**src/rtl/tick_pkg.sv**
```systemverilog
// Shared field positions and the control-word type of the tick timer.
// Assumes a 32-bit register bus; positions are what software decodes.
package tick_pkg;

    localparam int CTRL_RUN_BIT   = 0;
    localparam int CTRL_IRQEN_BIT = 1;
    localparam int CTRL_CLKSEL_BIT = 2;
    localparam int CTRL_FLAG_BIT  = 16;

    typedef struct packed {
        logic clk_core;  // 1: step every core cycle, 0: step on alt_tick
        logic irq_en;    // raise the request on a 1-to-0 step
        logic run;       // counting on
    } tick_ctrl_t;

endpackage

```
**src/rtl/tick_regs.sv**
```systemverilog
// Register bank and bus decode of the tick timer.
// Holds the control bits and the reload value, builds read data and the
// two side-effect strobes (counter clear on write, flag clear on read).
// Assumes DATA_W > CNT_W and that reads return data in the strobe cycle.
module tick_regs
    import tick_pkg::*;
#(
    parameter int ADDR_W = 12,
    parameter int DATA_W = 32,
    parameter int CNT_W  = 24,
    parameter logic [ADDR_W-1:0] OFF_CTRL   = 'h10,
    parameter logic [ADDR_W-1:0] OFF_RELOAD = 'h14,
    parameter logic [ADDR_W-1:0] OFF_CUR    = 'h18
) (
    input  logic              clk,
    input  logic              rst_n,
    input  logic              bus_we,
    input  logic              bus_re,
    input  logic [ADDR_W-1:0] bus_addr,
    input  logic [DATA_W-1:0] bus_wdata,
    output logic [DATA_W-1:0] bus_rdata,
    input  logic [CNT_W-1:0]  cur_val,
    input  logic              cnt_flag,
    output tick_ctrl_t        ctrl,
    output logic [CNT_W-1:0]  reload_val,
    output logic              cur_clr,
    output logic              flag_rd
);

    localparam int PAD_W = DATA_W - CNT_W;

    logic hit_ctrl, hit_reload, hit_cur;
    logic unused_wdata_hi;

    // Address decode of the three registers.
    always_comb begin
        hit_ctrl   = (bus_addr == OFF_CTRL);
        hit_reload = (bus_addr == OFF_RELOAD);
        hit_cur    = (bus_addr == OFF_CUR);
    end

    assign cur_clr = bus_we & hit_cur;
    assign flag_rd = bus_re & hit_ctrl;
    assign unused_wdata_hi = ^bus_wdata[DATA_W-1:CNT_W];

    // Control bits: writable fields only, the flag lives in the counter.
    always_ff @(posedge clk) begin
        if (!rst_n) begin
            ctrl <= '0;
        end else if (bus_we && hit_ctrl) begin
            ctrl.run      <= bus_wdata[CTRL_RUN_BIT];
            ctrl.irq_en   <= bus_wdata[CTRL_IRQEN_BIT];
            ctrl.clk_core <= bus_wdata[CTRL_CLKSEL_BIT];
        end
    end

    // Reload value: low CNT_W bits of the write data.
    always_ff @(posedge clk) begin
        if (!rst_n) begin
            reload_val <= '0;
        end else if (bus_we && hit_reload) begin
            reload_val <= bus_wdata[CNT_W-1:0];
        end
    end

    // Read data mux; zero outside the strobe and for unmapped offsets.
    always_comb begin
        bus_rdata = '0;
        if (bus_re) begin
            if (hit_ctrl) begin
                bus_rdata[CTRL_RUN_BIT]    = ctrl.run;
                bus_rdata[CTRL_IRQEN_BIT]  = ctrl.irq_en;
                bus_rdata[CTRL_CLKSEL_BIT] = ctrl.clk_core;
                bus_rdata[CTRL_FLAG_BIT]   = cnt_flag;
            end else if (hit_reload) begin
                bus_rdata = {{PAD_W{1'b0}}, reload_val};
            end else if (hit_cur) begin
                bus_rdata = {{PAD_W{1'b0}}, cur_val};
            end
        end
    end

endmodule

```
**src/rtl/tick_counter.sv**
```systemverilog
// Down-counter core: step selection, reload at zero, sticky flag and the
// one-cycle exception request. A bus clear beats a step on the same edge
// and suppresses the flag and request; a 1-to-0 step beats a flag read.
module tick_counter
    import tick_pkg::*;
#(
    parameter int CNT_W = 24
) (
    input  logic             clk,
    input  logic             rst_n,
    input  tick_ctrl_t       ctrl,
    input  logic             alt_tick,
    input  logic [CNT_W-1:0] reload_val,
    input  logic             cur_clr,
    input  logic             flag_rd,
    output logic [CNT_W-1:0] cur_val,
    output logic             cnt_flag,
    output logic             tick_irq
);

    localparam logic [CNT_W-1:0] CNT_ONE = CNT_W'(1);

    logic step, at_zero, hit_one;

    // Step enable: every cycle on the core clock, else on the tick input.
    always_comb begin
        step    = ctrl.run & (ctrl.clk_core | alt_tick);
        at_zero = (cur_val == '0);
        hit_one = step & (cur_val == CNT_ONE) & ~cur_clr;
    end

    // Counter: bus clear, else reload at zero, else decrement.
    always_ff @(posedge clk) begin
        if (!rst_n) begin
            cur_val <= '0;
        end else if (cur_clr) begin
            cur_val <= '0;
        end else if (step) begin
            cur_val <= at_zero ? reload_val : cur_val - CNT_ONE;
        end
    end

    // Sticky flag: set by a 1-to-0 step, cleared by a read or a bus clear.
    always_ff @(posedge clk) begin
        if (!rst_n) begin
            cnt_flag <= 1'b0;
        end else if (cur_clr) begin
            cnt_flag <= 1'b0;
        end else if (hit_one) begin
            cnt_flag <= 1'b1;
        end else if (flag_rd) begin
            cnt_flag <= 1'b0;
        end
    end

    // Exception request: one cycle after each enabled 1-to-0 step.
    always_ff @(posedge clk) begin
        if (!rst_n) begin
            tick_irq <= 1'b0;
        end else begin
            tick_irq <= hit_one & ctrl.irq_en;
        end
    end

endmodule

```
**src/rtl/tick_timer.sv**
```systemverilog
// Top of the periodic tick timer: register bank plus down-counter core.
// Assumes bus and alt_tick are synchronous to clk.
module tick_timer
    import tick_pkg::*;
#(
    parameter int ADDR_W = 12,
    parameter int DATA_W = 32,
    parameter int CNT_W  = 24,
    parameter logic [ADDR_W-1:0] OFF_CTRL   = 'h10,
    parameter logic [ADDR_W-1:0] OFF_RELOAD = 'h14,
    parameter logic [ADDR_W-1:0] OFF_CUR    = 'h18
) (
    input  logic              clk,
    input  logic              rst_n,
    input  logic              bus_we,
    input  logic              bus_re,
    input  logic [ADDR_W-1:0] bus_addr,
    input  logic [DATA_W-1:0] bus_wdata,
    output logic [DATA_W-1:0] bus_rdata,
    input  logic              alt_tick,
    output logic              tick_irq
);

    tick_ctrl_t       ctrl;
    logic [CNT_W-1:0] reload_val;
    logic [CNT_W-1:0] cur_val;
    logic             cnt_flag;
    logic             cur_clr;
    logic             flag_rd;

    tick_regs #(
        .ADDR_W(ADDR_W), .DATA_W(DATA_W), .CNT_W(CNT_W),
        .OFF_CTRL(OFF_CTRL), .OFF_RELOAD(OFF_RELOAD), .OFF_CUR(OFF_CUR)
    ) u_regs (
        .clk(clk), .rst_n(rst_n),
        .bus_we(bus_we), .bus_re(bus_re), .bus_addr(bus_addr),
        .bus_wdata(bus_wdata), .bus_rdata(bus_rdata),
        .cur_val(cur_val), .cnt_flag(cnt_flag),
        .ctrl(ctrl), .reload_val(reload_val),
        .cur_clr(cur_clr), .flag_rd(flag_rd)
    );

    tick_counter #(.CNT_W(CNT_W)) u_cnt (
        .clk(clk), .rst_n(rst_n), .ctrl(ctrl), .alt_tick(alt_tick),
        .reload_val(reload_val), .cur_clr(cur_clr), .flag_rd(flag_rd),
        .cur_val(cur_val), .cnt_flag(cnt_flag), .tick_irq(tick_irq)
    );

endmodule

```
**config.mk**
```make
export PLATFORM = sky130hd
export DESIGN_NAME = tick_timer
export DESIGN_NICKNAME = d
export VERILOG_FILES = /design/src/rtl/tick_pkg.sv /design/src/rtl/tick_regs.sv /design/src/rtl/tick_counter.sv /design/src/rtl/tick_timer.sv
export SDC_FILE = /design/constraint.sdc
export NUM_CORES = 1
export LEC_CHECK = 0
export BUFFER_PORTS_ARGS = -buffer_cell sky130_fd_sc_hd__clkbuf_2
export CAP_MARGIN = 0
export CORE_AREA = 10 10 109 111
export CTS_BUF_LIST = sky130_fd_sc_hd__clkbuf_8
export DETAILED_ROUTE_END_ITERATION = 6
export DIE_AREA = 0 0 119 121
export GPL_TIMING_DRIVEN = 0
export PLACE_DENSITY_LB_ADDON = 0.1
export SETUP_SLACK_MARGIN = 0.15
export SLEW_MARGIN = 10
export SYNTH_ARGS = -nofsm -noshare
export SYNTH_HDL_FRONTEND = slang
export SYNTH_SLANG_ARGS = --single-unit
export TNS_END_PERCENT = 100
```
**constraint.sdc**
```tcl
create_clock -name clk -period 3.85 [get_ports clk]
set_input_delay 0.77 -clock clk [delete_from_list [all_inputs] [get_ports clk]]
set_output_delay 0.77 -clock clk [all_outputs]
set_load 0.05 [all_outputs]
```
==> metrics.txt, run 1 <==
outcome complete, no violations; leakage 1.58 nW; compound-gate portion of the synthesized area 25.8%; fin crit share 92.6%; Buffers on Ports 65; Die W 119 µm; EDFF count, synth 0; CP peak stage delay 0.65 ns; PD cells 242 mW/mm²; sequential share of power 57.1%; later-pin clock latency in the skew report 0.31 ns; Avg WL per Cell 18.0 µm; clock skew 0.00903 ns; Synth Area in Adders 1.13%; hold-fix buffers at CTS 0; Max-Slew Margin vs Limit 27.6%; crit path time final 3.57 ns; clock share of power 35.0%; Max Freq 0.280 GHz; simple-gate area share of the yosys netlist 30.7%; I/O Pins 82; die area 0.0144 mm²; GRT overflow 0; vias in the first global route 3603; antenna violations before repair 0; post-synthesis cell area 0.00331 mm²; Top Family by Delay on Critical Path simple AND/OR/NAND/NOR gates; main combinational cell family by area after synthesis simple AND/OR/NAND/NOR gates; most common cell after layout, fill and taps aside nand2_1; Mean Syn Cell Area 7.67 µm²; GPL Wtd Cong 0.917; Placed Area 0.00383 mm²; CORE AREA 0.00964 mm²; DRT Pass-1 Iters 4; final core utilization 41.1%; critical path's most frequent cell clkbuf_2; Worst EP required 3.08 ns; R2R setup slack 1.37 ns; Clock Pin Slew Worst Setup and Hold Paths 0.10 ns; post-synthesis cell count 432; final count of negative-setup-slack endpoints 0; GRT Overall Usage 16.0%; setup TNS 0 ns; routed wire length 11600 µm; Fillers 1079; crit-path max FO 10; xor/xnor share of the synthesized area 0%; endpoints failing hold 0; antenna-violating nets left 0; CP bufs+invs 4; Async S/R FF share, synth 0%; CP max-delay cell or4_1; flop and latch count out of synthesis 53; crit-path cells clkbuf_2 -> or4_1 -> nor4_4 -> buf_4 -> buf_2 -> nand2_1 -> a31oi_1 -> clkbuf_2; Layout Cells excl Fill 646; switching pwr 0.000238 W; ant diodes 0; synth warn 0; CTS H-Tree Depth 2; maximum vdd drop 120 µV; die height 121 µm; CTS tree built; Comb pwr share 7.9%; largest net degree at the start of global routing 16; Netlist cell types 59; commonest non-fill, non-tap cells in the layout 80 x nand2_1, 58 x clkbuf_2, 53 x dfxtp_1; TritonCTS buffer count 5; mux cell area share after synthesis 3.06%; CP arrival 2.80 ns; Area growth syn-to-layout 19.4%; post-route cell area 0.00396 mm²; Max Slew Vio Count 0; Remaining DRCs 0; WS Path Type in2out; Placed Cells 637; dpl ws 0.0606 ns; DRT iter0 DRCs 254; most used flip-flop cell after synthesis dfxtp_1; Worst Hold Class reg2reg; startpoint types primary input; fin nets 565; sequential share of the synthesized area 32.0%; Max-cap violations 0; Setup WS post-layout 0.283 ns; Slew @ Worst Pin 1.07 ns; layout cell share with drive strength beyond 1 22.6%; Rows 36; HPWL Detailed 8910 µm; first-pass GRT wire length 19100 µm; Sw Ratio 24.9%; Sink Count 53; element type at the critical path end output pin; vias 3486; cell chosen for the clock root clkbuf_8; Initial Utilization 34.4%; Vias per Instance 5.40; RSZ-0062 raised after global routing yes; Pint 0.000721 W; clk buf depth 2
logic make-up after synthesis:
| kind of cell | after synthesis |
|---|---|
| AOI/OAI and AO/OA | 120 |
| other | 1 |
| muxes | 10 |
| DFF | 53 |
| and+or+nand+nor | 199 |
| buffers and inverters | 46 |
| adders and majority gates | 3 |
worst reg2reg max path: stages (launching register included):
cell and delay, ns:
dfxtp_1 0.32, buf_2 0.17, nor4_2 0.59, nand2_1 0.39, or3_1 0.50, o41ai_1 0.25
o2bb2ai_1 0.11
sequential cells by signal (all words and copies together) (netlist names):
register / flops
u_cnt.tick_irq: 1
u_cnt.cur_val: 24
u_cnt.cnt_flag: 1
u_regs.reload_val: 24
u_regs.ctrl: 3
final timing paths:
kind | startpoint | endpoint | cells after the start
worst max-delay path | bus_addr[9] | bus_rdata[2] | 8
worst min-delay path | u_regs.ctrl[1] | u_cnt.tick_irq | 2
worst max register to register | u_cnt.cur_val[4] | u_cnt.cur_val[19] | 6
worst min register to register | u_regs.ctrl[1] | u_cnt.tick_irq | 2
per-stage QoR:
step                      total power (W)  hold slack, ns
after floorplan                  0.000605           0.419
after global placement           0.000635           0.452
after detailed placement         0.000636           0.459
after CTS                        0.000970           0.477
after global routing             0.000999           0.504
final                            0.000959           0.468
repair_timing:
| item | CTS | global route |
|---|---|---|
| resized for setup | 4 | 10 |
| pin swaps | 0 | 1 |
| setup buffers | 0 | 2 |
| endpoints found under the setup margin | 13 | 21 |
metal layers:
layer	global-route usage [%]	share of wire, %
met5	0	0
met4	3.82	1.1
met3	3.02	5.4
met2	27.0	47
met1	20.4	47
cells in the mapped netlist, types with 2 or more instances:
cell,n,area [µm²]
a31oi_1,18,113
and3_1,3,18.8
dfxtp_1,53,1060
nand2b_1,3,18.8
inv_1,6,22.5
buf_2,12,60.1
o2bb2ai_1,3,26.3
o41ai_1,3,26.3
a41o_1,2,20.0
nor3_1,12,60.1
and4_1,3,26.3
clkbuf_1,15,56.3
a21boi_1,20,150
nand4_1,6,37.5
nor4_1,6,37.5
o21ai_1,2,10.0
nand2_1,80,300
nand3_1,17,85.1
mux2i_1,9,90.1
nor4_4,2,42.5
o21ai_0,10,50.1
or4_1,5,37.5
buf_4,11,82.6
o22ai_1,7,43.8
ha_1,3,37.5
nor2b_1,5,31.3
nor2_1,35,131
o21a_1,3,22.5
and2_1,2,12.5
nor3b_1,3,22.5
a21boi_0,4,30.0
a21oi_1,12,60.1
o31ai_1,2,15.0
o31a_1,2,17.5
or3_1,4,25.0
a22oi_1,23,173
or2_2,3,18.8
nor4_2,2,25.0
final cells by class:
class	instances	area [µm²]	share of cell area [%]
Clock inverter	1	7.51	0.190
Inverter	6	22.5	0.569
Multi-Input combinational cell	340	2050	51.7
Timing Repair Buffer	67	350	8.85
Clock buffer	6	82.6	2.09
Sequential cell	53	1060	26.8
Tap cell	133	166	4.20
Buffer	40	220	5.56
power groups by stage:
stage | logic (W) | clock network (W) | registers, W
finish | 0.0000753 | 0.000336 | 0.000548
global route | 0.0000824 | 0.000368 | 0.000548
CTS | 0.0000756 | 0.000346 | 0.000548
detailed placement | 0.0000752 | 0 | 0.000561
global placement | 0.0000748 | 0 | 0.000561
floorplan | 0.0000445 | 0 | 0.000561
(Power assumes the default switching activity.)
==> run 2, diff against run 1 <==
- BUFFER_PORTS_ARGS: -buffer_cell sky130_fd_sc_hd__clkbuf_2 -> default
- CTS_BUF_LIST: sky130_fd_sc_hd__clkbuf_8 -> sky130_fd_sc_hd__clkbuf_4 sky130_fd_sc_hd__clkbuf_8 sky130_fd_sc_hd__clkbuf_16
- DONT_BUFFER_PORTS: default -> 1
==> metrics.txt, run 2 (synthesis results as in run 1) <==
outcome complete, no violations; Remaining DRCs 0 (unchanged); clock skew 0.0117 ns (+0.00263 ns); Avg WL per Cell 20.0 µm (+11%); GRT Overall Usage 15.9% (-0.076 points); Hold WS 0.477 ns (+0.00848 ns); cell chosen for the clock root clkbuf_8; I/O Pins 82 (unchanged); ant diodes 0 (unchanged); antenna violations before repair 0 (unchanged); largest net degree at the start of global routing 18 (+2); CTS H-Tree Depth 2 (unchanged); Area growth syn-to-layout 15.2%; HPWL Detailed 8860 µm (-0.52%); Initial Utilization 34.4% (unchanged); clk buf depth 2 (unchanged); clock share of power 36.4% (+1.4 points); Slew @ Worst Pin 1.20 ns (+0.122 ns); Sw Ratio 25.4% (+0.58 points); crit path time final 3.58 ns (+0.0145 ns); Hold Path End u_cnt.tick_irq; Rows 36 (unchanged); fin crit share 93.0% (+0.38 points); sequential share of power 57.2% (about the same); RSZ-0062 raised after global routing yes; R2R setup slack 1.37 ns (about the same); fin nets 498 (-12%); Sink Count 53 (unchanged); vias 3274 (-6.1%); antenna-violating nets left 0 (unchanged); PD cells 251 mW/mm² (+3.6%); die area 0.0144 mm² (unchanged); GRT overflow 0 (unchanged); Max Freq 0.279 GHz (-0.40%); later-pin clock latency in the skew report 0.32 ns (about the same); routed wire length 11600 µm (about the same); Pint 0.000715 W (-0.88%); CORE AREA 0.00964 mm² (unchanged); Worst R2R Path Depth 7 (+1); CP arrival 2.81 ns (about the same); endpoints failing hold 0 (unchanged); Reg-to-Reg End u_cnt.cur_val[23]; Max-Slew Margin vs Limit 19.4% (-8.2 points); final count of negative-setup-slack endpoints 0 (unchanged); crit-path cells or4_1 -> nor4_4 -> buf_2 -> nand2_1 -> a31oi_4; Max-cap violations 0 (unchanged); setup TNS 0 ns (unchanged); RR Startpoint u_cnt.cur_val[10]; Worst EP required 3.08 ns (about the same); Clock Pin Slew Worst Setup and Hold Paths 0.10 ns (about the same); Die W 119 µm (unchanged); hold-fix buffers at CTS 0 (unchanged); most common cell after layout, fill and taps aside nand2_1; first-pass GRT wire length 18700 µm (-2.3%); biggest regs u_cnt.cur_val: 24 flops, u_regs.reload_val: 24 flops, u_regs.ctrl: 3 flops; Buffers on Ports 0 (-100%); leakage 1.29 nW (-18%); TritonCTS buffer count 5 (unchanged); DRT iter0 DRCs 261 (+2.8%); Vias per Instance 5.64 (+4.6%); Fillers 1067 (-1.1%); CP bufs+invs 1 (-3); layout cell share with drive strength beyond 1 16.8% (-5.8 points); Top Family by Delay on Critical Path simple AND/OR/NAND/NOR gates; startpoint types primary input; CP peak stage delay 0.65 ns (about the same); Worst Hold Class reg2reg; Max Slew Vio Count 0 (unchanged); crit-path max FO 10 (unchanged); commonest non-fill, non-tap cells in the layout 79 x nand2_1, 53 x dfxtp_1, 23 x a22oi_1; vias in the first global route 3248 (-9.9%); hold depth 2 (unchanged); switching pwr 0.000244 W (+2.2%); CP max-delay cell or4_1; CTS tree built; WS Path Type in2out; GPL Wtd Cong 0.902 (-1.6%); element type at the critical path end output pin; Comb pwr share 6.4% (-1.5 points); DRT Pass-1 Iters 4 (unchanged); Hold Crit Start u_regs.ctrl[1]; die height 121 µm (unchanged); maximum vdd drop 154 µV (+28%)
## run 2: cell count changes in the layout (fill, tap and decap cells not counted), sizes merged
cell,previous run,this run
clkbuf,84,21
buf,29,25
clkinv,0,1
clkinvlp,1,0
inv,6,7
## run 2: stage by stage
| stage | util, % | setup slack, ns | power [W] | std cells | instance area, µm² |
|---|---|---|---|---|---|
| after floorplan | - | 0.178 | 0.000605 | 439 | 3340 |
| after global placement | 36.4 | -0.190 | 0.000614 | 572 | 3510 |
| after detailed placement | 36.4 | -0.194 | 0.000614 | 572 | 3510 |
| after global routing | 39.6 | 0.149 | 0.000998 | 580 | 3820 |
| final | 39.6 | 0.269 | 0.000958 | 580 | 3820 |
| after CTS | 39.0 | 0.0387 | 0.000971 | 580 | 3760 |
## run 2: worst min-delay path: stages (launching register included)
cell and delay (ns):
dfxtp_1 0.34, nand2_1 0.06, nor2_1 0.04
## run 2: how the worst max path moves through the flow
stage                           start  cells after the start  slack [ns]           end
after floorplan           bus_addr[9]                      6        0.18  bus_rdata[2]
after global placement    bus_addr[9]                      5       -0.19  bus_rdata[5]
after detailed placement  bus_addr[9]                      5       -0.19  bus_rdata[5]
after CTS                 bus_addr[9]                      5        0.04  bus_rdata[5]
after global routing      bus_addr[9]                      5        0.15  bus_rdata[2]
final                     bus_addr[9]                      5        0.27  bus_rdata[2]
## run 2: metal layers
| layer | vias up | GRT usage, % | share of wire, % |
|---|---|---|---|
| met2 | 77 | 26.4 | 47 |
| li1 | 1605 | - | - |
| met4 | 0 | 3.44 | 1.7 |
| met3 | 13 | 3.72 | 5.6 |
| met1 | 1579 | 20.4 | 46 |
| met5 | - | 0 | 0 |
## run 2: final cells by class
| class | instances | area [µm²] | area share [%] |
|---|---|---|---|
| Clock inverter | 2 | 17.5 | 0.459 |
| Tap cell | 133 | 166 | 4.36 |
| Sequential cell | 53 | 1060 | 27.8 |
| Inverter | 6 | 22.5 | 0.590 |
| Multi-Input combinational cell | 340 | 2250 | 58.9 |
| Buffer | 40 | 218 | 5.70 |
| Clock buffer | 6 | 82.6 | 2.16 |
## run 2: repair_timing
action	CTS	global route
setup buffers	0	0
gates cloned	0	0
resized for setup	39	13
endpoints found under the setup margin	24	19
## run 2: power groups by stage
stage               Combinational (W)  Clock [W]  Sequential [W]
detailed placement          0.0000534          0        0.000561
global placement            0.0000534          0        0.000561
CTS                         0.0000590   0.000364        0.000548
finish                      0.0000615   0.000349        0.000548
global route                0.0000651   0.000385        0.000548
floorplan                   0.0000445          0        0.000561
==> run 3, diff against run 2 <==
- ABC_AREA: default -> 1
- CORE_AREA: 10 10 109 111 -> 10 10 112 114
- DIE_AREA: 0 0 119 121 -> 0 0 122 124
==> metrics.txt, run 3 <==
outcome complete, no violations; I/O Pins 82 (unchanged); crit-path cells nor2_4 -> nand3_4 -> nor3_4 -> clkbuf_1 -> nand2_1 -> a21oi_1; leakage 1.59 nW (+23%); PD cells 254 mW/mm² (+1.2%); Avg WL per Cell 16.8 µm (-16%); clock skew 0.0134 ns (+0.00169 ns); largest cells by area after synthesis dfxtp_1 30%, nand2_1 12%, nor2_1 12%; Max Freq 0.278 GHz (-0.35%); Die W 122 µm (+2.5%); Slew @ Worst Pin 1.09 ns (-0.110 ns); Netlist cell types 32 (-46%); post-synthesis cell area 0.00355 mm² (+7.3%); endpoints failing hold 0 (unchanged); CP max-delay cell a21oi_1; setup TNS 0 ns (unchanged); maximum vdd drop 222 µV (+44%); largest net degree at the start of global routing 16 (-2); Sw Ratio 24.2% (-1.2 points); element type at the critical path end output pin; sequential share of power 55.4% (-1.8 points); Hold WS 0.466 ns (-0.0112 ns); RSZ-0062 raised after global routing no; CP bufs+invs 1 (unchanged); setup bufs post-CTS 0 (unchanged); Max-cap violations 0 (unchanged); Mean Syn Cell Area 6.31 µm² (-18%); CTS tree built; Max Slew Vio Count 0 (unchanged); TritonCTS buffer count 5 (unchanged); later-pin clock latency in the skew report 0.32 ns (about the same); Comb pwr share 5.6% (-0.8 points); clock share of power 39.1% (+2.7 points); Remaining DRCs 0 (unchanged); first-pass GRT wire length 18800 µm (+0.78%); RR Startpoint u_cnt.cur_val[0]; Rows 37 (+2.8%); DRT Pass-1 Iters 5 (+1); Worst EP required 3.08 ns (about the same); switching pwr 0.000240 W (-1.7%); Pint 0.000750 W (+5.0%); crit-path max FO 10 (unchanged); Sink Count 53 (unchanged); die area 0.0151 mm² (+5.1%); ant diodes 0 (unchanged); GRT Overall Usage 15.5% (-0.34 points); Register Area 0.00106 mm² (unchanged); GRT overflow 0 (unchanged); routed wire length 12000 µm (+3.2%); Buffers on Ports 0 (unchanged); fin nets 629 (+26%); CORE AREA 0.0102 mm² (+6.1%); flop and latch count out of synthesis 53 (unchanged); most used flip-flop cell after synthesis dfxtp_1; Max-Slew Margin vs Limit 27.8% (+8.4 points); synth warn 0 (unchanged); top cell type's share of synthesized area 29.8% (-2.2 points); antenna-violating nets left 0 (unchanged); Hold Crit Start u_regs.ctrl[1]; cell chosen for the clock root clkbuf_8; DRT iter0 DRCs 186 (-29%); CP peak stage delay 0.87 ns (+0.22 ns); antenna violations before repair 0 (unchanged); vias in the first global route 3444 (+6.0%); post-synthesis cell count 563 (+30%); startpoint types primary input; fin crit share 93.4% (+0.33 points); Area growth syn-to-layout 9.61%; HPWL Detailed 9190 µm (+3.7%); cts repair resizes 0 (-100%); sequential share of the synthesized area 29.8% (-2.2 points); crit path from bus_addr[1]; final count of negative-setup-slack endpoints 0 (unchanged); Worst Hold Class reg2reg; Multi-input gate area 0.00220 mm² (-2.3%); biggest regs u_cnt.cur_val: 24 flops, u_regs.reload_val: 24 flops, u_regs.ctrl: 3 flops; Vias per Instance 5.06 (-10%); die height 124 µm (+2.5%); vias 3611 (+10%); layout cell share with drive strength beyond 1 11.4% (-5.3 points); GPL Wtd Cong 0.866 (-4.0%); hold-fix buffers at CTS 0 (unchanged); Clock Pin Slew Worst Setup and Hold Paths 0.10 ns (about the same); Synth area leader dfxtp_1; commonest non-fill, non-tap cells in the layout 116 x nand2_1, 111 x nor2_1, 53 x dfxtp_1; Async S/R FF share, synth 0% (unchanged); Initial Utilization 34.7% (+0.37 points); most common cell in the synthesized netlist nand2_1; clk buf depth 2 (unchanged); Post-synth top cells 116 x nand2_1, 111 x nor2_1, 55 x a21oi_1; crit path time final 3.59 ns (+0.0127 ns); most common cell after layout, fill and taps aside nand2_1; CTS H-Tree Depth 2 (unchanged); Top Family by Delay on Critical Path compound AO/OA/AOI/OAI gates; WS Path Type in2out; EDFF count, synth 0 (unchanged); Fillers 1140 (+6.8%); CP arrival 2.82 ns (about the same)
-- run 3: changes by cell type in the layout (fill, tap and decap cells not counted), sizes merged, moves of 10 or more --
cell	change
o21ai	+28
nor3	-10
nor4	-10
nand3	+17
a31oi	-18
nor2	+86
a22oi	-23
inv	+37
a21oi	+45
nand2	+39
nand3b	+30
a21boi	-20
-- run 3: per-stage QoR --
step / util, % / total power (W) / setup slack [ns] / cell area (µm²) / std cells
after floorplan: - / 0.000605 / 0.665 / 3580 / 570
after global placement: 36.7 / 0.000614 / 0.159 / 3750 / 706
after detailed placement: 36.7 / 0.000614 / 0.192 / 3750 / 706
after CTS: 37.7 / 0.00100 / 0.191 / 3850 / 713
after global routing: 38.1 / 0.00102 / 0.166 / 3900 / 713
final: 38.1 / 0.000990 / 0.256 / 3900 / 713
-- run 3: worst paths after layout --
kind                            end  slack [ns]  cells past startpoint
hold / removal       u_cnt.tick_irq        0.47                      2
setup reg to reg  u_cnt.cur_val[16]        1.95                      9
hold reg to reg      u_cnt.tick_irq        0.47                      2
setup / recovery      bus_rdata[19]        0.26                      6
-- run 3: logic make-up after synthesis --
family                     share of synthesized area (%)
AOI/OAI and AO/OA                                   15.8
adders and majority gates                           1.06
other                                              0.105
buffers and inverters                               10.2
and+or+nand+nor                                     42.9
DFF                                                 29.8
-- run 3: area by class of cell --
| type | instances | area share, % |
|---|---|---|
| clock inverter | 2 | 0.899 |
| clock buffer | 5 | 1.77 |
| inverter | 44 | 4.24 |
| sequential | 53 | 27.2 |
| multi-input combinational | 439 | 56.4 |
| buffer | 34 | 5.11 |
| tap | 136 | 4.37 |
-- run 3: power by group through the flow --
stage	Sequential [W]	Combinational, W	Clock (W)
5_1_grt	0.000548	0.0000595	0.000413
3_5_place_dp	0.000561	0.0000535	0
2_1_floorplan	0.000561	0.0000442	0
3_3_place_gp	0.000561	0.0000532	0
4_1_cts	0.000548	0.0000536	0.000400
6_report	0.000548	0.0000552	0.000387
-- run 3: routing by layer --
metal  vias to the layer above  track usage, %  share of wire, %
li1                       1840               -                 -
met1                      1641            20.3                45
met2                       112            24.6                45
met3                        18            4.89               8.0
met4                         0            3.35               1.9
met5                         -               0                 0
-- run 3: worst reg2reg max path: cells and delay by family (launching register included) --
family	cells	cell delay [ns]
buffers and inverters	1	0.12
flip-flops	1	0.36
adder cells (fa/ha/maj)	1	0.21
AO/OA/AOI/OAI	1	0.06
AND/OR/NAND/NOR	6	1.03
